--- src/rtl/ies_pkg.sv ---
package ies_pkg;
  parameter int SEG_W     = 16;
  parameter int ADDR_W    = 20;
  parameter int TYPE_W    = 8;
  parameter int SEG_SHIFT = 4;
  parameter int VEC_SHIFT = 2;
  parameter int NMI_TYPE  = 2;
  parameter int STEP_TYPE = 1;

  typedef enum logic [3:0] {
    S_IDLE, S_ACK, S_PSH_FL, S_PSH_CS, S_PSH_IP,
    S_VEC_IP, S_VEC_CS, S_POP_IP, S_POP_CS, S_POP_FL
  } seq_state_e;

  typedef enum logic [1:0] {SRC_EXC, SRC_NMI, SRC_INTR, SRC_STEP} src_e;

  function automatic logic [ADDR_W-1:0] phys_addr(input logic [SEG_W-1:0] seg,
                                                  input logic [SEG_W-1:0] off);
    logic [ADDR_W-1:0] base;
    base = ADDR_W'(seg) << SEG_SHIFT;
    return base + ADDR_W'(off);
  endfunction

  function automatic logic [TYPE_W-1:0] exc_type(input logic [1:0] code);
    case (code)
      2'd0:    return TYPE_W'(0);
      2'd1:    return TYPE_W'(3);
      2'd2:    return TYPE_W'(4);
      default: return TYPE_W'(1);
    endcase
  endfunction
endpackage

--- src/rtl/ies_arbiter.sv ---
module ies_arbiter
  import ies_pkg::*;
(
  input  logic              clk,
  input  logic              rst,
  input  logic              nmi_i,
  input  logic              nmi_take_i,
  input  logic              exc_req_i,
  input  logic [1:0]        exc_code_i,
  input  logic              intr_i,
  input  logic              if_i,
  input  logic              tf_i,
  output logic              hit_o,
  output src_e              src_o,
  output logic [TYPE_W-1:0] type_o
);
  logic nmi_q;
  logic nmi_pend;
  logic nmi_edge;

  assign nmi_edge = nmi_i & ~nmi_q;

  always_ff @(posedge clk) begin
    if (rst) begin
      nmi_q    <= 1'b0;
      nmi_pend <= 1'b0;
    end else begin
      nmi_q    <= nmi_i;
      nmi_pend <= (nmi_pend & ~nmi_take_i) | nmi_edge;
    end
  end

  always_comb begin
    hit_o  = 1'b1;
    src_o  = SRC_EXC;
    type_o = '0;
    if (exc_req_i) begin
      type_o = exc_type(exc_code_i);
    end else if (nmi_pend) begin
      src_o  = SRC_NMI;
      type_o = TYPE_W'(NMI_TYPE);
    end else if (intr_i && if_i) begin
      src_o  = SRC_INTR;
    end else if (tf_i) begin
      src_o  = SRC_STEP;
      type_o = TYPE_W'(STEP_TYPE);
    end else begin
      hit_o  = 1'b0;
    end
  end

  // a fresh edge is never lost, even when taken in the same cycle
  p_nmi_edge_latched_r4: assert property (@(posedge clk) disable iff (rst)
    nmi_edge |=> nmi_pend);
  // a pending edge survives until the sequencer takes it
  p_nmi_hold_r4: assert property (@(posedge clk) disable iff (rst)
    (nmi_pend && !nmi_take_i) |=> nmi_pend);
  // a masked external request alone never wins
  p_intr_masked_r3: assert property (@(posedge clk) disable iff (rst)
    (intr_i && !if_i && !exc_req_i && !nmi_pend && !tf_i) |-> !hit_o);
endmodule

--- src/rtl/ies_sequencer.sv ---
module ies_sequencer
  import ies_pkg::*;
#(
  parameter logic [SEG_W-1:0] RST_CS = 16'hFFFF,
  parameter int               IF_BIT = 9,
  parameter int               TF_BIT = 8
)(
  input  logic              clk,
  input  logic              rst,
  input  logic              boundary_i,
  input  logic              ret_i,
  input  logic              flag_we_i,
  input  logic [SEG_W-1:0]  flag_d_i,
  input  logic              hit_i,
  input  src_e              src_i,
  input  logic [TYPE_W-1:0] type_i,
  input  logic              ack_i,
  input  logic [SEG_W-1:0]  rdata_i,
  output seq_state_e        state_o,
  output logic [TYPE_W-1:0] vtype_o,
  output logic              nmi_take_o,
  output logic [SEG_W-1:0]  cs_o,
  output logic [SEG_W-1:0]  ip_o,
  output logic [SEG_W-1:0]  ss_o,
  output logic [SEG_W-1:0]  sp_o,
  output logic [SEG_W-1:0]  flags_o
);
  localparam logic [SEG_W-1:0] WORD_BYTES = SEG_W'(SEG_W / 8);

  seq_state_e        state_q;
  logic [TYPE_W-1:0] vtype_q;
  logic [SEG_W-1:0]  cs_q, ip_q, ss_q, sp_q, flags_q;
  logic              start;

  assign start      = (state_q == S_IDLE) && boundary_i && !ret_i && hit_i;
  assign nmi_take_o = start && (src_i == SRC_NMI);

  always_ff @(posedge clk) begin
    if (rst) begin
      state_q <= S_IDLE;
      vtype_q <= '0;
      cs_q    <= RST_CS;
      ip_q    <= '0;
      ss_q    <= '0;
      sp_q    <= '0;
      flags_q <= '0;
    end else begin
      case (state_q)
        S_IDLE: begin
          if (ret_i) begin
            state_q <= S_POP_IP;
          end else if (start) begin
            vtype_q <= type_i;
            state_q <= (src_i == SRC_INTR) ? S_ACK : S_PSH_FL;
          end else if (flag_we_i) begin
            flags_q <= flag_d_i;
          end
        end
        S_ACK: if (ack_i) begin
          vtype_q <= rdata_i[TYPE_W-1:0];
          state_q <= S_PSH_FL;
        end
        S_PSH_FL: if (ack_i) begin
          sp_q            <= sp_q - WORD_BYTES;
          flags_q[IF_BIT] <= 1'b0;
          flags_q[TF_BIT] <= 1'b0;
          state_q         <= S_PSH_CS;
        end
        S_PSH_CS: if (ack_i) begin
          sp_q    <= sp_q - WORD_BYTES;
          state_q <= S_PSH_IP;
        end
        S_PSH_IP: if (ack_i) begin
          sp_q    <= sp_q - WORD_BYTES;
          state_q <= S_VEC_IP;
        end
        S_VEC_IP: if (ack_i) begin
          ip_q    <= rdata_i;
          state_q <= S_VEC_CS;
        end
        S_VEC_CS: if (ack_i) begin
          cs_q    <= rdata_i;
          state_q <= S_IDLE;
        end
        S_POP_IP: if (ack_i) begin
          ip_q    <= rdata_i;
          sp_q    <= sp_q + WORD_BYTES;
          state_q <= S_POP_CS;
        end
        S_POP_CS: if (ack_i) begin
          cs_q    <= rdata_i;
          sp_q    <= sp_q + WORD_BYTES;
          state_q <= S_POP_FL;
        end
        S_POP_FL: if (ack_i) begin
          flags_q <= rdata_i;
          sp_q    <= sp_q + WORD_BYTES;
          state_q <= S_IDLE;
        end
        default: state_q <= S_IDLE;
      endcase
    end
  end

  assign state_o = state_q;
  assign vtype_o = vtype_q;
  assign cs_o    = cs_q;
  assign ip_o    = ip_q;
  assign ss_o    = ss_q;
  assign sp_o    = sp_q;
  assign flags_o = flags_q;

  // each push lowers the stack pointer by one word
  p_push_sp_r7: assert property (@(posedge clk) disable iff (rst)
    (state_q inside {S_PSH_FL, S_PSH_CS, S_PSH_IP} && ack_i)
      |=> sp_q == $past(sp_q) - WORD_BYTES);
  // enable and step flags are clear once the flags word is saved
  p_mask_after_save_r7: assert property (@(posedge clk) disable iff (rst)
    (state_q == S_PSH_FL && ack_i) |=> (!flags_q[IF_BIT] && !flags_q[TF_BIT]));
  // each pop raises the stack pointer by one word
  p_pop_sp_r8: assert property (@(posedge clk) disable iff (rst)
    (state_q inside {S_POP_IP, S_POP_CS, S_POP_FL} && ack_i)
      |=> sp_q == $past(sp_q) + WORD_BYTES);
  // flags are untouched by the execution write port while busy
  p_busy_flags_hold_r10: assert property (@(posedge clk) disable iff (rst)
    (state_q inside {S_ACK, S_PSH_CS, S_PSH_IP, S_VEC_IP, S_VEC_CS, S_POP_IP, S_POP_CS})
      |=> flags_q == $past(flags_q));
  // state right after reset release
  p_reset_state_r9: assert property (@(posedge clk) disable iff (rst)
    $fell(rst) |-> (cs_q == RST_CS && ip_q == '0 && sp_q == '0 && ss_q == '0
                    && flags_q == '0 && state_q == S_IDLE));
endmodule

--- src/rtl/ies_bus_drv.sv ---
module ies_bus_drv
  import ies_pkg::*;
(
  input  seq_state_e        state_i,
  input  logic [TYPE_W-1:0] vtype_i,
  input  logic [SEG_W-1:0]  cs_i,
  input  logic [SEG_W-1:0]  ip_i,
  input  logic [SEG_W-1:0]  ss_i,
  input  logic [SEG_W-1:0]  sp_i,
  input  logic [SEG_W-1:0]  flags_i,
  output logic              req_o,
  output logic              we_o,
  output logic              inta_o,
  output logic [ADDR_W-1:0] addr_o,
  output logic [SEG_W-1:0]  wdata_o
);
  localparam int PAD_W = ADDR_W - TYPE_W - VEC_SHIFT;
  localparam logic [SEG_W-1:0] WORD_BYTES = SEG_W'(SEG_W / 8);

  logic [ADDR_W-1:0] vec_base;
  logic [ADDR_W-1:0] push_addr;
  logic [ADDR_W-1:0] pop_addr;

  assign vec_base  = {{PAD_W{1'b0}}, vtype_i, {VEC_SHIFT{1'b0}}};
  assign push_addr = phys_addr(ss_i, sp_i - WORD_BYTES);
  assign pop_addr  = phys_addr(ss_i, sp_i);

  always_comb begin
    req_o   = (state_i != S_IDLE);
    we_o    = 1'b0;
    inta_o  = 1'b0;
    addr_o  = '0;
    wdata_o = '0;
    case (state_i)
      S_ACK:    inta_o = 1'b1;
      S_PSH_FL: begin we_o = 1'b1; addr_o = push_addr; wdata_o = flags_i; end
      S_PSH_CS: begin we_o = 1'b1; addr_o = push_addr; wdata_o = cs_i;    end
      S_PSH_IP: begin we_o = 1'b1; addr_o = push_addr; wdata_o = ip_i;    end
      S_VEC_IP: addr_o = vec_base;
      S_VEC_CS: addr_o = vec_base + ADDR_W'(WORD_BYTES);
      S_POP_IP, S_POP_CS, S_POP_FL: addr_o = pop_addr;
      default: ;
    endcase
  end
endmodule

--- src/rtl/irq_entry_seq.sv ---
module irq_entry_seq
  import ies_pkg::*;
#(
  parameter logic [15:0] RST_CS = 16'hFFFF,
  parameter int          IF_BIT = 9,
  parameter int          TF_BIT = 8
)(
  input  logic        clk,
  input  logic        rst,
  input  logic        boundary_i,
  input  logic        ret_i,
  input  logic        exc_req_i,
  input  logic [1:0]  exc_code_i,
  input  logic        nmi_i,
  input  logic        intr_i,
  input  logic        flag_we_i,
  input  logic [15:0] flag_d_i,
  output logic        mem_req_o,
  output logic        mem_we_o,
  output logic        mem_inta_o,
  output logic [19:0] mem_addr_o,
  output logic [15:0] mem_wdata_o,
  input  logic [15:0] mem_rdata_i,
  input  logic        mem_ack_i,
  output logic        busy_o,
  output logic [15:0] cs_o,
  output logic [15:0] ip_o,
  output logic [15:0] ss_o,
  output logic [15:0] sp_o,
  output logic [15:0] flags_o
);
  localparam int VEC_TOP = TYPE_W + VEC_SHIFT;

  logic              hit;
  src_e              src;
  logic [TYPE_W-1:0] req_type;
  logic              nmi_take;
  seq_state_e        state;
  logic [TYPE_W-1:0] vtype;

  ies_arbiter u_arb (
    .clk        (clk),
    .rst        (rst),
    .nmi_i      (nmi_i),
    .nmi_take_i (nmi_take),
    .exc_req_i  (exc_req_i),
    .exc_code_i (exc_code_i),
    .intr_i     (intr_i),
    .if_i       (flags_o[IF_BIT]),
    .tf_i       (flags_o[TF_BIT]),
    .hit_o      (hit),
    .src_o      (src),
    .type_o     (req_type)
  );

  ies_sequencer #(.RST_CS(RST_CS), .IF_BIT(IF_BIT), .TF_BIT(TF_BIT)) u_seq (
    .clk        (clk),
    .rst        (rst),
    .boundary_i (boundary_i),
    .ret_i      (ret_i),
    .flag_we_i  (flag_we_i),
    .flag_d_i   (flag_d_i),
    .hit_i      (hit),
    .src_i      (src),
    .type_i     (req_type),
    .ack_i      (mem_ack_i),
    .rdata_i    (mem_rdata_i),
    .state_o    (state),
    .vtype_o    (vtype),
    .nmi_take_o (nmi_take),
    .cs_o       (cs_o),
    .ip_o       (ip_o),
    .ss_o       (ss_o),
    .sp_o       (sp_o),
    .flags_o    (flags_o)
  );

  ies_bus_drv u_bus (
    .state_i (state),
    .vtype_i (vtype),
    .cs_i    (cs_o),
    .ip_i    (ip_o),
    .ss_i    (ss_o),
    .sp_i    (sp_o),
    .flags_i (flags_o),
    .req_o   (mem_req_o),
    .we_o    (mem_we_o),
    .inta_o  (mem_inta_o),
    .addr_o  (mem_addr_o),
    .wdata_o (mem_wdata_o)
  );

  assign busy_o = (state != S_IDLE);

  // vector reads stay inside the low vector window
  p_vec_window_r2: assert property (@(posedge clk) disable iff (rst)
    (state inside {S_VEC_IP, S_VEC_CS}) |-> (mem_addr_o[19:VEC_TOP] == '0 && !mem_we_o));
  // acknowledge cycles are reads issued as requests
  p_inta_is_request_r6: assert property (@(posedge clk) disable iff (rst)
    mem_inta_o |-> (mem_req_o && !mem_we_o));
  // idle means a silent memory port
  p_idle_quiet_r3: assert property (@(posedge clk) disable iff (rst)
    !busy_o |-> !mem_req_o);
endmodule

--- config.mk ---
export PLATFORM = sky130hd
export DESIGN_NAME = irq_entry_seq
export DESIGN_NICKNAME = d
export VERILOG_FILES = /design/src/rtl/ies_pkg.sv /design/src/rtl/ies_arbiter.sv /design/src/rtl/ies_sequencer.sv /design/src/rtl/ies_bus_drv.sv /design/src/rtl/irq_entry_seq.sv
export SDC_FILE = /design/constraint.sdc
export NUM_CORES = 1
export LEC_CHECK = 0
export ABC_AREA = 1
export BUFFER_PORTS_ARGS = -buffer_cell sky130_fd_sc_hd__buf_4
export CAP_MARGIN = 20
export CORE_MARGIN = 10
export CORE_UTILIZATION = 50
export CTS_CLUSTER_DIAMETER = 80
export DETAILED_ROUTE_END_ITERATION = 10
export PLACE_DENSITY = 0.74
export SYNTH_ARGS = -nofsm -noshare
export SYNTH_HDL_FRONTEND = slang
export SYNTH_HIERARCHICAL = 1
export SYNTH_SLANG_ARGS = --single-unit
--- constraint.sdc ---
create_clock -name clk -period 5.25 [get_ports clk]
set_clock_uncertainty 0.2 [all_clocks]
set_input_delay 0.7875 -clock clk [delete_from_list [all_inputs] [get_ports clk]]
set_output_delay 0.7875 -clock clk [all_outputs]
set_load 0.01 [all_outputs]
# Word level (Yosys, flattened, before mapping)
# Cells that the tools add are included.
# totals
n_memories	0
in_bits	43
latch_bits	0
mem_bits_rw	0
romBits	0
reg_bits	78
# op_classes
eq_ne	29
n_shift	0
n_mul	0
n_reduce_logical	25
n_lt_le_gt_ge	0
n_div	0
n_bitwise	5
addsub	3
mux	44
# op_table
cell	count
two-way mux 16 bit	6
case mux 20 bit (4 select lines)	1
two-way mux 8 bit	6
case mux 16 bit (3 select lines)	1
two-way mux 4 bit	10
case mux 4 bit (9 select lines)	1
case mux 16 bit (2 select lines)	1
case mux 8 bit (2 select lines)	2
inequality test 2 bit, second input constant	11
adder 16 x 2 -> 16 bit, second input constant	1
equality test 4 x 3 -> 1 bit, second input constant	4
subtractor 16 x 2 -> 16 bit, second input constant	1
two-way mux 2 bit	6
case mux 6 bit (2 select lines)	1
adder 10 x 2 -> 11 bit, second input constant	1
case mux 3 bit (3 select lines)	1
AND reduction 9 bit	1
equality test 4 x 2 -> 1 bit, second input constant	2
equality test 4 bit, second input constant	2
inequality test 2 x 1 -> 1 bit, second input constant	4
two-way mux 1 bit	7
case mux 2 bit (3 select lines)	1
AND reduction 6 bit	1
nonzero test 2 bit	3
other kinds (19)	31

# Longest topological paths before layout
# Gate-level depths: netlist of run 1.
# logic_depth
ltp_word	9
mapped_depth	22

# Cells and area by module
# The synthesis of run 1 kept the hierarchy.
# by_module_without_submodules
mod	area_each_um2	seq_area_each_um2	instances	cells_per_inst
ies_sequencer	4021.4	1501.4	1	573
ies_bus_drv	1741.7	0.0	1	354
ies_arbiter	177.7	40.0	1	31
irq_entry_seq	11.3	0.0	1	3

# Worst setup path before layout of run 1
# Ideal clock, no wire load.
# synth_timing
path_type	reg2out
from	reg u_seq.state_q[1] (netlist: u_seq/state_o[1])
to	out mem_addr_o[6]
t_arrival_ns	1.807
path_slack_ns	2.455
required_time_ns	4.263
n_path_buf	1
stages_incl_launch_ff	11
path_cell_list	dfxtp_1 nand2_1 nand2_2 nand3_4 buf_2 nand2_1 nand2_1 o21ai_1 ha_1 xnor2_1 o21ai_0
# synth_between
elab_chain_len	3
# synth_lines
element	line	rtl
from (decl)	ies_sequencer.sv:30	seq_state_e state_q;
from (signal assigned)	ies_sequencer.sv:54	state_q <= (src_i == SRC_INTR) ? S_ACK : S_PSH_FL;
equality test 4 x 3 -> 1 bit (tied with other cells)	ies_bus_drv.sv:34	case (state_i)
OR reduction 3 bit (no line)	--	
case mux 20 bit (4 select lines) *	ies_bus_drv.sv:34	
to (decl)	irq_entry_seq.sv:21	output logic [19:0] mem_addr_o,
# Every way passes the cells marked *; elsewhere a longest branch is shown, timed or not.

# Worst setup path in the final report of run 1
# layout_timing
from	reg u_seq.state_q[1] (netlist: u_seq/state_o[1])
to	out mem_addr_o[12]
# Same word-level chain as after synthesis.

==> results of run 1 <==
==> final timing paths <==
path,from,to,slack [ps],cells after the start
worst min-delay path,u_arb/nmi_q,u_arb/nmi_pend,280,3
worst max-delay path,u_seq/state_o[1],mem_addr_o[12],1700,10
worst min register to register,u_arb/nmi_q,u_arb/nmi_pend,280,3
worst max register to register,u_seq/state_o[1],u_seq/sp_o[1],2080,9
==> logic make-up after synthesis <==
logic type / after synthesis / share of synthesized area
AND/OR/NAND/NOR: 477 / 0.3464
buffers and inverters: 184 / 0.1394
AO/OA/AOI/OAI: 182 / 0.1852
flip-flops: 77 / 0.2590
XOR/XNOR: 23 / 0.03384
adder cells (fa/ha/maj): 16 / 0.03490
other: 2 / 0.001262
==> layout by cell type, fill, tap and decap left out, types with 2 or more instances in the layout <==
cell type,synthesis,final
nor2_2,10,10
dfxtp_1,77,77
a211oi_1,3,3
o211ai_1,19,19
nand3_1,56,56
nand2_2,16,16
buf_4,26,142
clkbuf_16,0,9
a21oi_1,50,50
nand2_1,282,282
inv_2,11,11
ha_1,15,15
a22o_1,2,2
inv_6,1,4
nor3_1,5,4
nand2_4,3,3
o221ai_1,3,3
o21ai_4,2,2
nand4_1,5,5
nor4_1,2,2
a41oi_1,4,4
nand3_4,2,2
a31oi_1,26,26
o41ai_1,5,5
xor2_1,10,10
nor2_4,3,3
inv_1,119,119
and2_1,3,3
conb_1,2,22
a21oi_2,3,3
nor3_2,1,2
o21ai_0,56,56
xnor2_1,13,13
o21ai_1,4,4
nor2_1,86,86
==> power by group through the flow <==
stage	Clock, mW	Sequential [mW]	Combinational (mW)
after floorplan	0	0.993	3.07
after global placement	0	1.01	4.18
after detailed placement	0	1.01	4.20
after CTS	0.666	1.00	4.23
after global routing	0.688	1.03	4.90
final	0.652	1.00	4.35
==> sequential cells by signal, indices dropped and copies added (netlist names) <==
name	count
u_arb/nmi_q	1
u_seq/sp_o	15
u_seq/cs_o	16
u_seq/ip_o	16
u_seq/state_o	4
u_arb/nmi_pend	1
u_seq/vtype_o	8
u_seq/flags_o	16
==> worst register-to-register path, stage by stage, from the launching register on <==
cell     delay, ps
dfxtp_1        620
nor2_4         120
nand2_4        280
nand3_4        300
inv_2          290
nand2_1         80
nand2_1        490
inv_1          360
o21ai_0        250
a21oi_1         60
==> per-layer routing <==
layer  GRT usage  vias to the layer above
met5           0                        -
met4     0.06020                        0
met3     0.08075                       24
met2      0.3859                      288
met1      0.2618                     2889
li1            -                     3306
==> per-stage QoR <==
step	hold WS, ps	instance area [sq um]	util
floorplan	252.0	6027	-
global placement	267.5	6954	0.6039
detailed placement	271.2	6954	0.6039
CTS	283.0	7261	0.6305
global route	310.4	7261	0.6305
finish	282.1	7261	0.6305
==> cell type report <==
cell class | instances | area, sq um | area share
clock buffer | 9 | 225.2 | 0.03102
clock inverter | 7 | 81.33 | 0.01120
inverter | 133 | 506.7 | 0.06979
multi-input combinational | 720 | 3661 | 0.5042
sequential | 77 | 1541 | 0.2123
tap | 143 | 178.9 | 0.02464
timing repair buffer | 142 | 1066 | 0.1468
==> results.cfg, run 1 <==
[die]
coreArea_sq_um = 11520
io_pins = 163
fp.dieW_microns = 129.1
die-area_sq_um = 16670
fp-row-count = 39
start_util = 0.5168
die-height_microns = 129.1

[sta]
setup_tns_ps = 0
setup_ws_ps = 1695
worst_pin_slew_ps = 1010
setup_viol = 0
finalHoldViolCount = 0
period_needed_ps = 3555
fmax_ghz = 0.2813
finalCritPeriodShare = 0.6771
maxSlewHeadroom = 0.3261
maxSlewViolCount = 0
rsz0062_at_grt = no

[place]
portBuffers = 140
gp_congestion = 0.9039
hpwl_mm = 14.86
dp.cells = 1215
place_ws_ps = 2051

[routing]
wl_met3_mm = 1.956
routed.top_layer = met4
route.met2.wl_mm = 9.223
routed_wirelength_mm = 19.45
drt_iter0_markers = 746
firstDrtPassIters = 6
drtAntennaViolNets = 0
routedWlPerCell_microns = 15.80
vias = 6507
drt-vias-per-instance = 5.286
drt-met1-wl_mm = 7.975
drc = 0

[hold_path]
worstHoldPathType = reg -> reg

[setup_path]
path_cells = nand2_1 -> nand2_2 -> nand3_4 -> nand3_1 -> nor2_1 -> xor2_1 -> ha_1 -> xor2_1 -> nor2_1 -> buf_4
cp_data_required_time_ps = 4260
crit_path_top_delay_cell = dfxtp_1
cp_data_arrival_time_ps = 2570
cp_top_family = simple AND/OR/NAND/NOR gates
cp-end-kind = output pin
path_class = reg -> out
slowest_delay_ps = 620
worstPathBufferInverterCount = 1
cp_max_fo = 18
worst_setup_path_start_kind = flop

[synthesis]
ys.flop_type = dfxtp_1
synth.top_cells.by_area = dfxtp_1 26%, nand2_1 18%, inv_1 7.5%
syn-instance-count = 961
async_flop_share = 0
ys_seq_elements = 77
synth_largest_area_cell = dfxtp_1
yosys.area.top_type_share = 0.2590
synth-edff-count = 0
synth_common_cells = 282 x nand2_1, 119 x inv_1, 86 x nor2_1, 77 x dfxtp_1
synth.avg_cell_area_sq_um = 6.194
yosys_warnings = 6
synth_most_common_cell = nand2_1
syn-cell-area_sq_um = 5952
yosys.cell_types.count = 49
yosysSeqAreaShare = 0.2590

[pwr]
ir_drop_mv = 0.3539
power_density_nw_per_um2 = 827.3
p_leak_nw = 3.797
switching_share = 0.5267
power_switching_mw = 3.164
combPwrFrac = 0.724
finalPower_mw = 6.007
seq_power_share = 0.167
internal_power_mw = 2.843
p_clk_frac = 0.109

[global_route]
antenna_found_initial = 0
grt_pass1_vias = 6090
overflow = 0
gr-usage-all-layers = 0.2258
grt_max_degree = 57
grt_pass1_wl_mm = 30.80

[clocking]
cts_hold_buf = 0
clockBufferDepth = 2
cts_tree = yes
clockRootBuffer = clkbuf_16
cts.repair.resized = 0
post_cts_buffers = 0
h-tree-depth = 3
clkTransAtPathRegs_ps = 70
worstSkewPairLatency_ps = 350
numCtsBuffers = 9
clock_sinks = 77

[cells_and_area]
nets = 1142
area_growth_syn_to_layout_pct = 21.99
final_cells = 1231
diodes = 0
fill_cells = 1145
drive_above_1_share = 0.1985

[run]
max-cap-violations = 0

[run_status]
outcome = finished clean
(Power assumes the default switching activity.)
==> run 2, diff against run 1 <==
--- a/config.mk
+++ b/config.mk
@@ -5,14 +5,14 @@
 export SDC_FILE = /design/constraint.sdc
 export NUM_CORES = 1
 export LEC_CHECK = 0
-export ABC_AREA = 1
+export ABC_AREA = 0
 export BUFFER_PORTS_ARGS = -buffer_cell sky130_fd_sc_hd__buf_4
 export CAP_MARGIN = 20
 export CORE_MARGIN = 10
-export CORE_UTILIZATION = 50
+export CORE_UTILIZATION = 49
 export CTS_CLUSTER_DIAMETER = 80
 export DETAILED_ROUTE_END_ITERATION = 10
-export PLACE_DENSITY = 0.74
+export PLACE_DENSITY = 0.76
 export SYNTH_ARGS = -nofsm -noshare
 export SYNTH_HDL_FRONTEND = slang
 export SYNTH_HIERARCHICAL = 1
==> constraint.sdc (replaced) <==
create_clock -name clk -period 3 [get_ports clk]
set_clock_uncertainty 0.2 [all_clocks]
set_input_delay 0.45 -clock clk [delete_from_list [all_inputs] [get_ports clk]]
set_output_delay 0.45 -clock clk [all_outputs]
set_load 0.01 [all_outputs]
==> results.cfg, run 2 <==
[pwr]
power_switching_mw = 5.786
internal_power_mw = 6.625
switching_share = 0.4662
ir_drop_mv = 0.8241
seq_power_share = 0.118
p_leak_nw = 3.420
power_density_nw_per_um2 = 1601
combPwrFrac = 0.798
p_clk_frac = 0.084

[synthesis]
synth_most_common_cell = nand2_1
async_flop_share = 0
syn-instance-count = 778
yosysSeqAreaShare = 0.2616
synth.avg_cell_area_sq_um = 7.575
ys.flop_type = dfxtp_1
yosys_warnings = 6
yosys.area.top_type_share = 0.2616
yosys.cell_types.count = 78
ys_seq_elements = 77
synth-edff-count = 0
synth.top_cells.by_area = dfxtp_1 26%, nand2_1 7.1%, mux2i_1 5.3%
syn-cell-area_sq_um = 5893
synth_largest_area_cell = dfxtp_1
synth_common_cells = 112 x nand2_1, 78 x nor2_1, 77 x dfxtp_1, 50 x a21oi_1, 31 x mux2i_1

[setup_path]
reg2reg_to = u_seq/vtype_o[6]
reg2reg_setup_slack_ps = 100
startpoint = u_seq/sp_o[5]
cp-end-kind = output pin
ff2ff_path_depth = 5
path_class = reg -> out
cp_data_required_time_ps = 2350
worst_setup_path_start_kind = flop
cp_data_arrival_time_ps = 2580
cp_max_fo = 3
reg2reg_from = u_seq/state_o[2]

[sta]
finalCritPeriodShare = 1.076
maxSlewViolCount = 0
setup_ws_ps = -227.3
finalHoldViolCount = 0
fmax_ghz = 0.3099
period_needed_ps = 3227
rsz0062_at_grt = yes
maxSlewHeadroom = 0.3250
setup_viol = 12
worst_pin_slew_ps = 1009

[die]
fp.dieW_microns = 129.7
coreArea_sq_um = 11610
io_pins = 163
start_util = 0.5074
fp-row-count = 39
die-area_sq_um = 16810
die-height_microns = 129.7

[hold_path]
hold_path_depth = 2
min_from = mem_rdata_i[10]
hold_end = u_seq/cs_o[10]
worstHoldPathType = in -> reg

[clocking]
numCtsBuffers = 9
clockBufferDepth = 2
worstSkewPairLatency_ps = 340
h-tree-depth = 3
clockRootBuffer = clkbuf_16
cts_tree = yes
clock_sinks = 77
clkTransAtPathRegs_ps = 60

[routing]
drc = 0
drt_iter0_markers = 637
routed_wirelength_mm = 19.42
drtAntennaViolNets = 0
drt-vias-per-instance = 5.776
firstDrtPassIters = 5
vias = 6227
routedWlPerCell_microns = 18.01

[cells_and_area]
final_util = 0.6675
final_cell_mix = 186 x buf_4, 110 x nand2_1, 73 x dfxtp_1
area_growth_syn_to_layout_pct = 31.55
drive_above_1_share = 0.2824
diodes = 0
multi_input_area_sq_um = 4174
final_common_cell = buf_4
register_area_sq_um = 1546
nets = 989
fill_cells = 1026

[global_route]
grt_max_degree = 84
antenna_found_initial = 0
grt_pass1_vias = 5615
gr-usage-all-layers = 0.2149
grt_pass1_wl_mm = 29.58
overflow = 0

[run_status]
violations = setup timing
outcome = finished with violations

[place]
place_ws_ps = 43.90
hpwl_mm = 13.71
portBuffers = 140
gp_congestion = 0.9115

[run]
max-cap-violations = 0
-- run 2: cell types whose count changed in the layout (fill, tap and decap cells not counted), sizes merged, moves of 25 or more --
cell   previous run  this run
inv             136        12
buf             142       198
mux2i             0        31
a31oi            26         1
nand3            59        11
nand2           301       112
o21ai            63        26
-- run 2: worst max-delay path, stage by stage, from the launching register on --
cell and delay, ps:
dfxtp_2 330, nor4_4 290, nand2b_1 130, or4_4 540, buf_6 160, xnor2_4 130, ha_4 250, xnor2_2 130
and2_1 160, buf_6 120
-- run 2: final cells by class --
cell class,instances,share of cell area
Timing Repair Buffer,198,0.1975
Inverter,10,0.004842
Multi-Input combinational cell,634,0.5384
Sequential cell,77,0.1995
Clock buffer,9,0.02905
Clock inverter,7,0.007586
Tap cell,143,0.02308
-- run 2: worst max path at each step --
stage	to	depth (start not counted)	slack (ps)
6_report	mem_addr_o[11]	9	-230
3_3_place_gp	mem_addr_o[12]	9	110
5_1_grt	mem_addr_o[15]	9	-320
3_5_place_dp	mem_addr_o[12]	9	40
4_1_cts	mem_addr_o[12]	9	-220
2_1_floorplan	mem_addr_o[12]	9	40
-- run 2: repair_timing --
| action | 4_1_cts | 5_1_grt |
|---|---|---|
| hold buffers | 0 | 0 |
| pin swaps | 18 | 18 |
| setup buffers | 9 | 8 |
| gates resized for setup | 19 | 30 |
| setup endpoints to repair | 11 | 39 |
-- run 2: cells by family (layout without fill, tap and decap cells) --
| logic type | after synthesis | after routing | synth area share |
|---|---|---|---|
| AOI/OAI and AO/OA | 195 | 195 | 0.2318 |
| muxes | 33 | 33 | 0.05648 |
| DFF | 77 | 77 | 0.2616 |
| other | 2 | 22 | 0.001274 |
| buffers and inverters | 87 | 224 | 0.07749 |
| and+or+nand+nor | 335 | 335 | 0.2870 |
| adders and majority gates | 16 | 16 | 0.03524 |
| xor gates and xnor gates | 33 | 33 | 0.04905 |
-- run 2: routing by layer --
metal,routed length [microns],global-route usage,vias up
met5,0,0,-
met4,291,0.05225,0
met3,1319,0.05220,30
met2,9423,0.3482,215
met1,8380,0.2814,2909
li1,-,-,3073
-- run 2: stage by stage --
step | instances | hold slack (ps) | total power [mW] | TNS (ps) | instance area [sq um]
global placement | 1047 | 261.9 | 9.371 | 0 | 7114
global route | 1078 | 125.8 | 13.38 | -2410 | 7752
detailed placement | 1047 | 265.9 | 9.452 | 0 | 7114
CTS | 1072 | 118.5 | 11.05 | -1157 | 7542
floorplan | 798 | 256.2 | 7.159 | 0 | 5971
finish | 1078 | 129.5 | 12.41 | -1348 | 7752
-- run 2: power by group through the flow --
stage          clock (mW)  combinational, mW  sequential, mW
3_3_place_gp            0               7.91            1.46
4_1_cts              1.06               8.53            1.47
6_report             1.04               9.90            1.47
5_1_grt              1.10               10.8            1.50
2_1_floorplan           0               5.52            1.64
3_5_place_dp            0               7.98            1.48
==> run 3, diff against run 2 <==
--- a/config.mk
+++ b/config.mk
@@ -9,10 +9,10 @@
 export BUFFER_PORTS_ARGS = -buffer_cell sky130_fd_sc_hd__buf_4
 export CAP_MARGIN = 20
 export CORE_MARGIN = 10
-export CORE_UTILIZATION = 49
+export CORE_UTILIZATION = 50
 export CTS_CLUSTER_DIAMETER = 80
 export DETAILED_ROUTE_END_ITERATION = 10
-export PLACE_DENSITY = 0.76
+export PLACE_DENSITY = 0.74
 export SYNTH_ARGS = -nofsm -noshare
 export SYNTH_HDL_FRONTEND = slang
 export SYNTH_HIERARCHICAL = 1
==> constraint.sdc (replaced) <==
create_clock -name clk -period 3.3 [get_ports clk]
set_clock_uncertainty 0.2 [all_clocks]
set_input_delay 0.495 -clock clk [delete_from_list [all_inputs] [get_ports clk]]
set_output_delay 0.495 -clock clk [all_outputs]
set_load 0.01 [all_outputs]
==> results.cfg, run 3 (same netlist as run 2, synthesis figures left out) <==
[cells_and_area]
nets = 983
area_growth_syn_to_layout_pct = 28.64
fill_cells = 993
final_util = 0.6611
diodes = 0
final_cell_area_sq_um = 7581
final_cells = 1072
drive_above_1_share = 0.2637
final_common_cell = buf_4
final_cell_mix = 189 x buf_4, 111 x nand2_1, 76 x nor2_1

[die]
fp.dieW_microns = 128.6
die-area_sq_um = 16530
io_pins = 163
fp-row-count = 39
coreArea_sq_um = 11470
start_util = 0.5139
die-height_microns = 128.6

[setup_path]
reg2reg_to = u_seq/sp_o[13]
cp_data_required_time_ps = 2600
worst_setup_path_start_kind = flop
slowest_delay_ps = 500
cp_max_fo = 4
path_class = reg -> out
cp_data_arrival_time_ps = 2640
crit_path_top_delay_cell = or4b_4
reg2reg_from = u_seq/state_o[3]
ff2ff_path_depth = 11
cp-end-kind = output pin
cpMostUsedCell = xor2_1
reg2reg_setup_slack_ps = 260
path_cells = or3b_4 -> and4b_4 -> or4b_4 -> nor2_2 -> xor2_1 -> ha_1 -> xor2_1 -> and2_1 -> buf_6

[sta]
maxSlewViolCount = 0
fin_hold_ws_ps = 169.7
setup_ws_ps = -31.95
fmax_ghz = 0.3001
period_needed_ps = 3332
rsz0062_at_grt = yes
finalHoldViolCount = 0
setup_tns_ps = -59.12
finalCritPeriodShare = 1.010
setup_viol = 2
maxSlewHeadroom = 0.3981
worst_pin_slew_ps = 899.7

[hold_path]
worstHoldPathType = in -> reg
hold_path_depth = 2
hold_end = u_seq/cs_o[10]
min_from = mem_rdata_i[10]

[routing]
drt-vias-per-instance = 5.972
vias = 6402
drt_iter0_markers = 572
drc = 0
routedWlPerCell_microns = 18.98
drtAntennaViolNets = 0
firstDrtPassIters = 6
routed_wirelength_mm = 20.35

[global_route]
gr-usage-all-layers = 0.2272
grt_max_degree = 84
overflow = 0
grt_pass1_vias = 6071
grt_pass1_wl_mm = 31.27
antenna_found_initial = 0

[clocking]
numCtsBuffers = 9
h-tree-depth = 3
clkTransAtPathRegs_ps = 60
cts_tree = yes
clockRootBuffer = clkbuf_16
cts_hold_buf = 0
clockBufferDepth = 2
clock_sinks = 77
worstSkewPairLatency_ps = 340

[place]
place_ws_ps = 208.9
portBuffers = 140
dp.cells = 1035
hpwl_mm = 14.49
dpl_cell_area_sq_um = 7022
gp_congestion = 0.9561

[run_status]
violations = setup timing
outcome = finished with violations

[pwr]
ir_drop_mv = 1.647
power_density_nw_per_um2 = 1440
p_leak_nw = 3.352
finalPower_mw = 10.92

[run]
max-cap-violations = 0
-- run 3: changes by cell type in the layout (fill, tap and decap cells not counted), moves of 3 or more --
cell / before / now
buf_4: 186 / 189
buf_6: 12 / 3
clkinv_4: 3 / 0
nor2_1: 71 / 76
nor2_4: 3 / 0
xor2_1: 11 / 14
xor2_2: 3 / 0
-- run 3: area by class of cell --
type,count,area [sq um],share of cell area
sequential,77,1544,0.2037
inverter,10,37.54,0.004951
tap,143,178.9,0.02360
clock inverter,5,58.81,0.007757
timing repair buffer,192,1453,0.1916
multi-input combinational,634,4076,0.5377
clock buffer,11,232.7,0.03070
-- run 3: worst max-delay path by stage --
stage | startpoint | to | slack, ps | cells past startpoint
6_report | u_seq/state_o[3] | mem_addr_o[12] | -30 | 9
2_1_floorplan | u_seq/state_o[2] | mem_addr_o[12] | 220 | 9
5_1_grt | u_seq/sp_o[4] | mem_addr_o[14] | -190 | 9
4_1_cts | u_seq/state_o[3] | mem_addr_o[12] | -30 | 9
3_3_place_gp | u_seq/state_o[3] | mem_addr_o[15] | 280 | 9
3_5_place_dp | u_seq/state_o[3] | u_seq/sp_o[13] | 210 | 10
-- run 3: power by group --
group / switching, mW / internal [mW] / total [mW]
clock network: 0.402 / 0.588 / 0.989
registers: 0.218 / 1.15 / 1.37
logic: 4.52 / 4.04 / 8.56
total: 5.14 / 5.78 / 10.9
-- run 3: timing repair --
action,CTS,global route
gates cloned,0,0
endpoints found under the hold margin,0,0
buffers inserted,15,6
pin swaps,7,8
gates resized for setup,9,15
setup endpoints to repair,5,10
-- run 3: worst max-delay path, delay by kind of cell, from the launching register on --
family,cells,cell delay (ps)
AND/OR/NAND/NOR,5,1280
flip-flops,1,330
adder cells (fa/ha/maj),1,320
XOR/XNOR,2,240
buffers and inverters,1,120
-- run 3: routing by layer --
metal / vias up / part of all wire / routed length [microns] / global-route usage
met5: - / 0 / 0 / 0
li1: 3061 / - / - / -
met1: 3026 / 0.42 / 8551 / 0.2847
met2: 270 / 0.49 / 9942 / 0.3775
met3: 45 / 0.075 / 1518 / 0.05462
met4: 0 / 0.016 / 332 / 0.06942
